**src/rtl/i2c_ctl_pkg.sv**
```systemverilog
package i2c_ctl_pkg;
  localparam int REG_W      = 16;
  localparam int B_STRS     = 4;
  localparam int B_ACK      = 5;
  localparam int B_START    = 6;
  localparam int B_STOP     = 7;
  localparam int B_GCALL    = 8;
  localparam int B_STREN    = 9;
  localparam int B_ABORT    = 15;

  localparam logic [REG_W-1:0] PLAIN_MASK =
    (REG_W'(1) << B_STRS) | (REG_W'(1) << B_GCALL) | (REG_W'(1) << B_STREN);

  // New level of one request given its own state, the other request and the write bit.
  function automatic logic req_next(input logic own_q, input logic other_q,
                                    input logic wr_bit);
    return own_q | (wr_bit & ~other_q);
  endfunction

  // Assemble the read word from the individual fields.
  function automatic logic [REG_W-1:0] compose_word(
      input logic [REG_W-1:0] plain, input logic ack, input logic start,
      input logic stop, input logic abort_b);
    logic [REG_W-1:0] w;
    w = plain & PLAIN_MASK;
    w[B_ACK]   = ack;
    w[B_START] = start;
    w[B_STOP]  = stop;
    w[B_ABORT] = abort_b;
    return w;
  endfunction
endpackage

```
**src/rtl/i2c_req_ctl.sv**
```systemverilog
module i2c_req_ctl (
  input  logic clk,
  input  logic rst_n,
  input  logic allow,
  input  logic hw_clear,
  input  logic wr_en,
  input  logic wr_start,
  input  logic wr_stop,
  output logic start_q,
  output logic stop_q,
  output logic wr_conflict
);
  import i2c_ctl_pkg::*;

  logic start_d, stop_d;

  assign wr_conflict = wr_en & wr_start & wr_stop;

  always_comb begin
    start_d = start_q;
    stop_d  = stop_q;
    if (!allow || hw_clear) begin
      start_d = 1'b0;
      stop_d  = 1'b0;
    end else if (wr_conflict) begin
      start_d = 1'b0;
      stop_d  = 1'b0;
    end else if (wr_en) begin
      start_d = req_next(start_q, stop_q, wr_start);
      stop_d  = req_next(stop_q, start_q, wr_stop);
    end
  end

  always_ff @(posedge clk) begin
    if (!rst_n) begin
      start_q <= 1'b0;
      stop_q  <= 1'b0;
    end else begin
      start_q <= start_d;
      stop_q  <= stop_d;
    end
  end
endmodule

```
**src/rtl/i2c_abort_ctl.sv**
```systemverilog
module i2c_abort_ctl (
  input  logic clk,
  input  logic rst_n,
  input  logic mod_en,
  input  logic abort_done,
  input  logic wr_en,
  input  logic wr_abort,
  input  logic wr_ack,
  output logic abort_q,
  output logic ack_q
);
  logic abort_clr;
  logic abort_set;

  assign abort_clr = ~mod_en | abort_done;
  assign abort_set = wr_en & wr_abort;

  always_ff @(posedge clk) begin
    if (!rst_n) begin
      abort_q <= 1'b0;
      ack_q   <= 1'b0;
    end else begin
      if (abort_clr)      abort_q <= 1'b0;
      else if (abort_set) abort_q <= 1'b1;
      if (abort_q)        ack_q   <= 1'b1;
      else if (wr_en)     ack_q   <= wr_ack;
    end
  end
endmodule

```
**src/rtl/i2c_tmo_flag.sv**
```systemverilog
module i2c_tmo_flag (
  input  logic clk,
  input  logic rst_n,
  input  logic set_evt,
  input  logic clr,
  output logic flag_q
);
  always_ff @(posedge clk) begin
    if (!rst_n)       flag_q <= 1'b0;
    else if (set_evt) flag_q <= 1'b1;
    else if (clr)     flag_q <= 1'b0;
  end
endmodule

```
**src/rtl/i2c_ctl_reg.sv**
```systemverilog
module i2c_ctl_reg (
  input  logic        clk,
  input  logic        rst_n,
  input  logic        wr_en,
  input  logic [15:0] wr_data,
  input  logic        mod_en,
  input  logic        master_mode,
  input  logic        cond_done,
  input  logic        tmo_expired,
  input  logic        abort_done,
  input  logic        tmo_irq_en,
  input  logic        tmo_irq_clr,
  output logic [15:0] rd_data,
  output logic        start_req,
  output logic        stop_req,
  output logic        tmo_irq
);
  import i2c_ctl_pkg::*;

  logic [REG_W-1:0] plain_q;
  logic             ctrl_on;
  logic             req_pending;
  logic             hw_clear;
  logic             tmo_event;
  logic             wr_conflict;
  logic             start_q, stop_q, abort_q, ack_q;

  assign ctrl_on     = mod_en & master_mode;
  assign req_pending = start_q | stop_q;
  assign hw_clear    = cond_done | tmo_expired;
  assign tmo_event   = ctrl_on & tmo_expired & req_pending & tmo_irq_en;

  always_ff @(posedge clk) begin
    if (!rst_n)     plain_q <= '0;
    else if (wr_en) plain_q <= wr_data & PLAIN_MASK;
  end

  i2c_req_ctl u_req (
    .clk(clk), .rst_n(rst_n), .allow(ctrl_on), .hw_clear(hw_clear),
    .wr_en(wr_en), .wr_start(wr_data[B_START]), .wr_stop(wr_data[B_STOP]),
    .start_q(start_q), .stop_q(stop_q), .wr_conflict(wr_conflict)
  );

  i2c_abort_ctl u_abort (
    .clk(clk), .rst_n(rst_n), .mod_en(mod_en), .abort_done(abort_done),
    .wr_en(wr_en), .wr_abort(wr_data[B_ABORT]), .wr_ack(wr_data[B_ACK]),
    .abort_q(abort_q), .ack_q(ack_q)
  );

  i2c_tmo_flag u_tmo (
    .clk(clk), .rst_n(rst_n), .set_evt(tmo_event), .clr(tmo_irq_clr),
    .flag_q(tmo_irq)
  );

  assign rd_data   = compose_word(plain_q, ack_q, start_q, stop_q, abort_q);
  assign start_req = start_q;
  assign stop_req  = stop_q;
endmodule

```
**config.mk**
```make
export PLATFORM = sky130hd
export DESIGN_NAME = i2c_ctl_reg
export DESIGN_NICKNAME = d
export VERILOG_FILES = /design/src/rtl/i2c_ctl_pkg.sv /design/src/rtl/i2c_req_ctl.sv /design/src/rtl/i2c_abort_ctl.sv /design/src/rtl/i2c_tmo_flag.sv /design/src/rtl/i2c_ctl_reg.sv
export SDC_FILE = /design/constraint.sdc
export NUM_CORES = 1
export LEC_CHECK = 0
export ABC_AREA = 0
export BUFFER_PORTS_ARGS = -buffer_cell sky130_fd_sc_hd__clkbuf_2
export CAP_MARGIN = 10
export CORE_UTILIZATION = 29
export CTS_CLUSTER_DIAMETER = 200
export DETAILED_ROUTE_END_ITERATION = 8
export GPL_TIMING_DRIVEN = 0
export HOLD_SLACK_MARGIN = 0.12
export MAX_ROUTING_LAYER = met4
export PLACE_DENSITY = 0.81
export SLEW_MARGIN = 20
export SYNTH_ARGS = -nofsm -noshare
export SYNTH_HDL_FRONTEND = slang
export SYNTH_SLANG_ARGS = --single-unit
```
**constraint.sdc**
```tcl
create_clock -name clk -period 1 [get_ports clk]
set_input_delay 0.15 -clock clk [delete_from_list [all_inputs] [get_ports clk]]
set_output_delay 0.15 -clock clk [all_outputs]
set_load 0.03 [all_outputs]
```
==> flow_metrics.tcl <==
set metrics [dict create \
    rows 13 \
    clockBufferDepth 2 \
    drt-met1-wl_um 363 \
    drt.antenna.violating_nets 0 \
    finalHoldViolCount 0 \
    grt_max_degree 9 \
    wl_per_cell_um 8.41 \
    htree_num_levels 1 \
    setup_violations 0 \
    rsz0062_at_grt "no" \
    reg2reg_depth 4 \
    ioPinCount 45 \
    die-area_um2 1620 \
    first_pass_iters 1 \
    synth.avg_cell_area_um2 9.05 \
    syn_to_final_growth_pct 56.8 \
    initial_utilization_pct 31.9 \
    wl_met3_um 80 \
    grt_pass1_wl_um 1210 \
    cp.required_ps 850 \
    rr_startpoint "u_req.stop_q" \
    die_w_um 40.3 \
    track_usage_pct 12.1 \
    slew_viol_final 0 \
    place_congestion 0.759 \
    grt_overflow 0 \
    hold_class "in -> reg" \
    path_max_fanout 2 \
    crit_type "reg -> out" \
    min_to "u_abort.abort_q" \
    drtIter0Drc 0 \
    fin_tns_setup_ps 0 \
    vias_per_cell 4.04 \
    powerDensity_nw_per_um2 1150 \
    hpwl_um 698 \
    min_path_cells 3 \
    dpl-instance-area_um2 601 \
    coreArea_um2 1330 \
    startpoint_type "register" \
    ir_worst_vdd_uv 884 \
    grt_pass1_vias 334 \
    cap_violations 0 \
    nets 112 \
    ys_types 19 \
    status "finished, final reports clean" \
    rrSetupSlack_ps 100 \
    ys_ff_latch 8 \
    worstSetupEndpointType "output port" \
    drive_above_1_share_pct 56.0 \
    fp.dieH_um 40.3 \
    synthCells 47 \
    min_period_ps 972 \
    fill_cells 138 \
    period_share_pct 97.2 \
    numPortBuffers 25 \
    dr_total_vias 400 \
    route.detailed.drc 0 \
    wl_met2_um 378 \
    arrival_ps 820 \
    antenna_found_initial 0 \
    top_layer "met4" \
    design_area_um2 667 \
    fmaxAchievable_mhz 1030 \
    yosys_warnings 0 \
    cts_tree "done" \
    cts.clk_slew.worst_paths_ps 50 \
    root_buffer "clkbuf_4" \
    clk_latency_ps 250 \
    insertedDiodeCount 0 \
    fin_ws_ps 28.4 \
    synth_area_um2 425 \
    rr_endpoint "u_tmo.flag_q" \
    numCtsBuffers 3 \
    cts_sinks 8 \
    place_ws_ps -148 \
    seq_area_frac_synth_pct 37.6 \
    holdCritStartpoint "mod_en" \
    fin_skew_ps 0.135 \
    power_leakage_nw 0.357 \
    routed_wl_um 833 \
]
## area by class of cell
class | instances | area, um2 | area share [%]
multi-input cells | 30 | 183 | 27.4
repair buffers | 28 | 180 | 27.0
flip-flops and latches | 8 | 164 | 24.6
plain buffers | 12 | 87.6 | 13.1
clock buffers | 3 | 22.5 | 3.38
well taps | 15 | 18.8 | 2.81
inverters | 3 | 11.3 | 1.69
## sequential cells by signal, summed over array words and instances (netlist names)
signal / flops
u_req.stop_q: 1
u_abort.ack_q: 1
u_tmo.flag_q: 1
u_req.start_q: 1
plain_q: 3
u_abort.abort_q: 1
## repair_timing
item,4_1_cts,5_1_grt
resized for setup,10,2
setup buffers,2,0
endpoints found under the hold margin,1,0
endpoints found under the setup margin,6,2
hold buffers,1,0
## worst max-delay path, cell delays in order (launching register included)
cell	delay, ps
dfxtp_1	300
buf_4	120
buf_4	150
## synthesized netlist by cell type (all sizes together)
master | n | share of area (%)
clkbuf | 1 | 0.88
mux2 | 1 | 2.6
and2 | 1 | 1.5
conb | 1 | 0.88
nor2 | 1 | 0.88
o22ai | 1 | 1.5
nand2 | 1 | 1.5
buf | 13 | 23
or4b | 1 | 3.2
and3 | 1 | 1.5
nand4 | 1 | 1.5
mux2i | 3 | 7.1
dfxtp | 8 | 38
a21oi | 1 | 1.2
a31oi | 2 | 2.9
inv | 3 | 2.6
o21a | 1 | 1.8
nor2b | 3 | 4.4
nor3 | 3 | 3.5
## logic make-up (layout without fill, tap and decap cells)
family | Yosys count | in the layout | synth area share (%)
muxes | 4 | 4 | 9.71
buffers and inverters | 17 | 46 | 26.5
other | 1 | 9 | 0.882
DFF | 8 | 8 | 37.6
and+or+nand+nor | 12 | 12 | 17.9
AOI/OAI and AO/OA | 5 | 5 | 7.35
## placed cells by master, fill, tap and decap left out, types with 2 or more instances in the layout
cell	count
clkbuf_2	22
buf_4	14
conb_1	9
dfxtp_1	5
inv_1	3
nor3_1	3
mux2i_1	3
nor2b_1	3
clkbuf_4	3
dfxtp_2	3
a31oi_1	2
clkbuf_8	2
## how the worst max path moves through the flow
stage / cells after the start / start / endpoint / slack, ps
2_1_floorplan: 3 / u_req.start_q / u_req.stop_q / 80
3_5_place_dp: 4 / rst_n / u_req.start_q / -150
6_report: 2 / u_abort.ack_q / rd_data[5] / 30
4_1_cts: 2 / u_abort.abort_q / rd_data[15] / 6
5_1_grt: 2 / u_abort.ack_q / rd_data[5] / 2
3_3_place_gp: 4 / rst_n / u_req.start_q / -120
## metrics by stage
stage	utilization, %	total power [W]	hold WS, ps	std cells
after floorplan	-	0.000475	228	55
after global placement	45.0	0.000521	316	95
after CTS	49.9	0.000776	155	99
after detailed placement	45.0	0.000524	319	95
final	50.0	0.000767	160	99
after global routing	50.0	0.000808	172	99
## power by group
part	leakage (nW)	switching [W]	internal [W]	total, W
clock	0.0138	0.000106	0.000137	0.000243
combinational	0.276	0.000105	0.0000828	0.000188
sequential	0.0668	0.00000563	0.000330	0.000336
total	0.357	0.000217	0.000550	0.000767
## metal layers
metal	global-route usage [%]	vias up
met2	20.6	25
met1	12.1	164
met3	3.33	2
met4	7.50	0
met5	-	-
li1	-	209
Power figures use the tool's default switching activity.
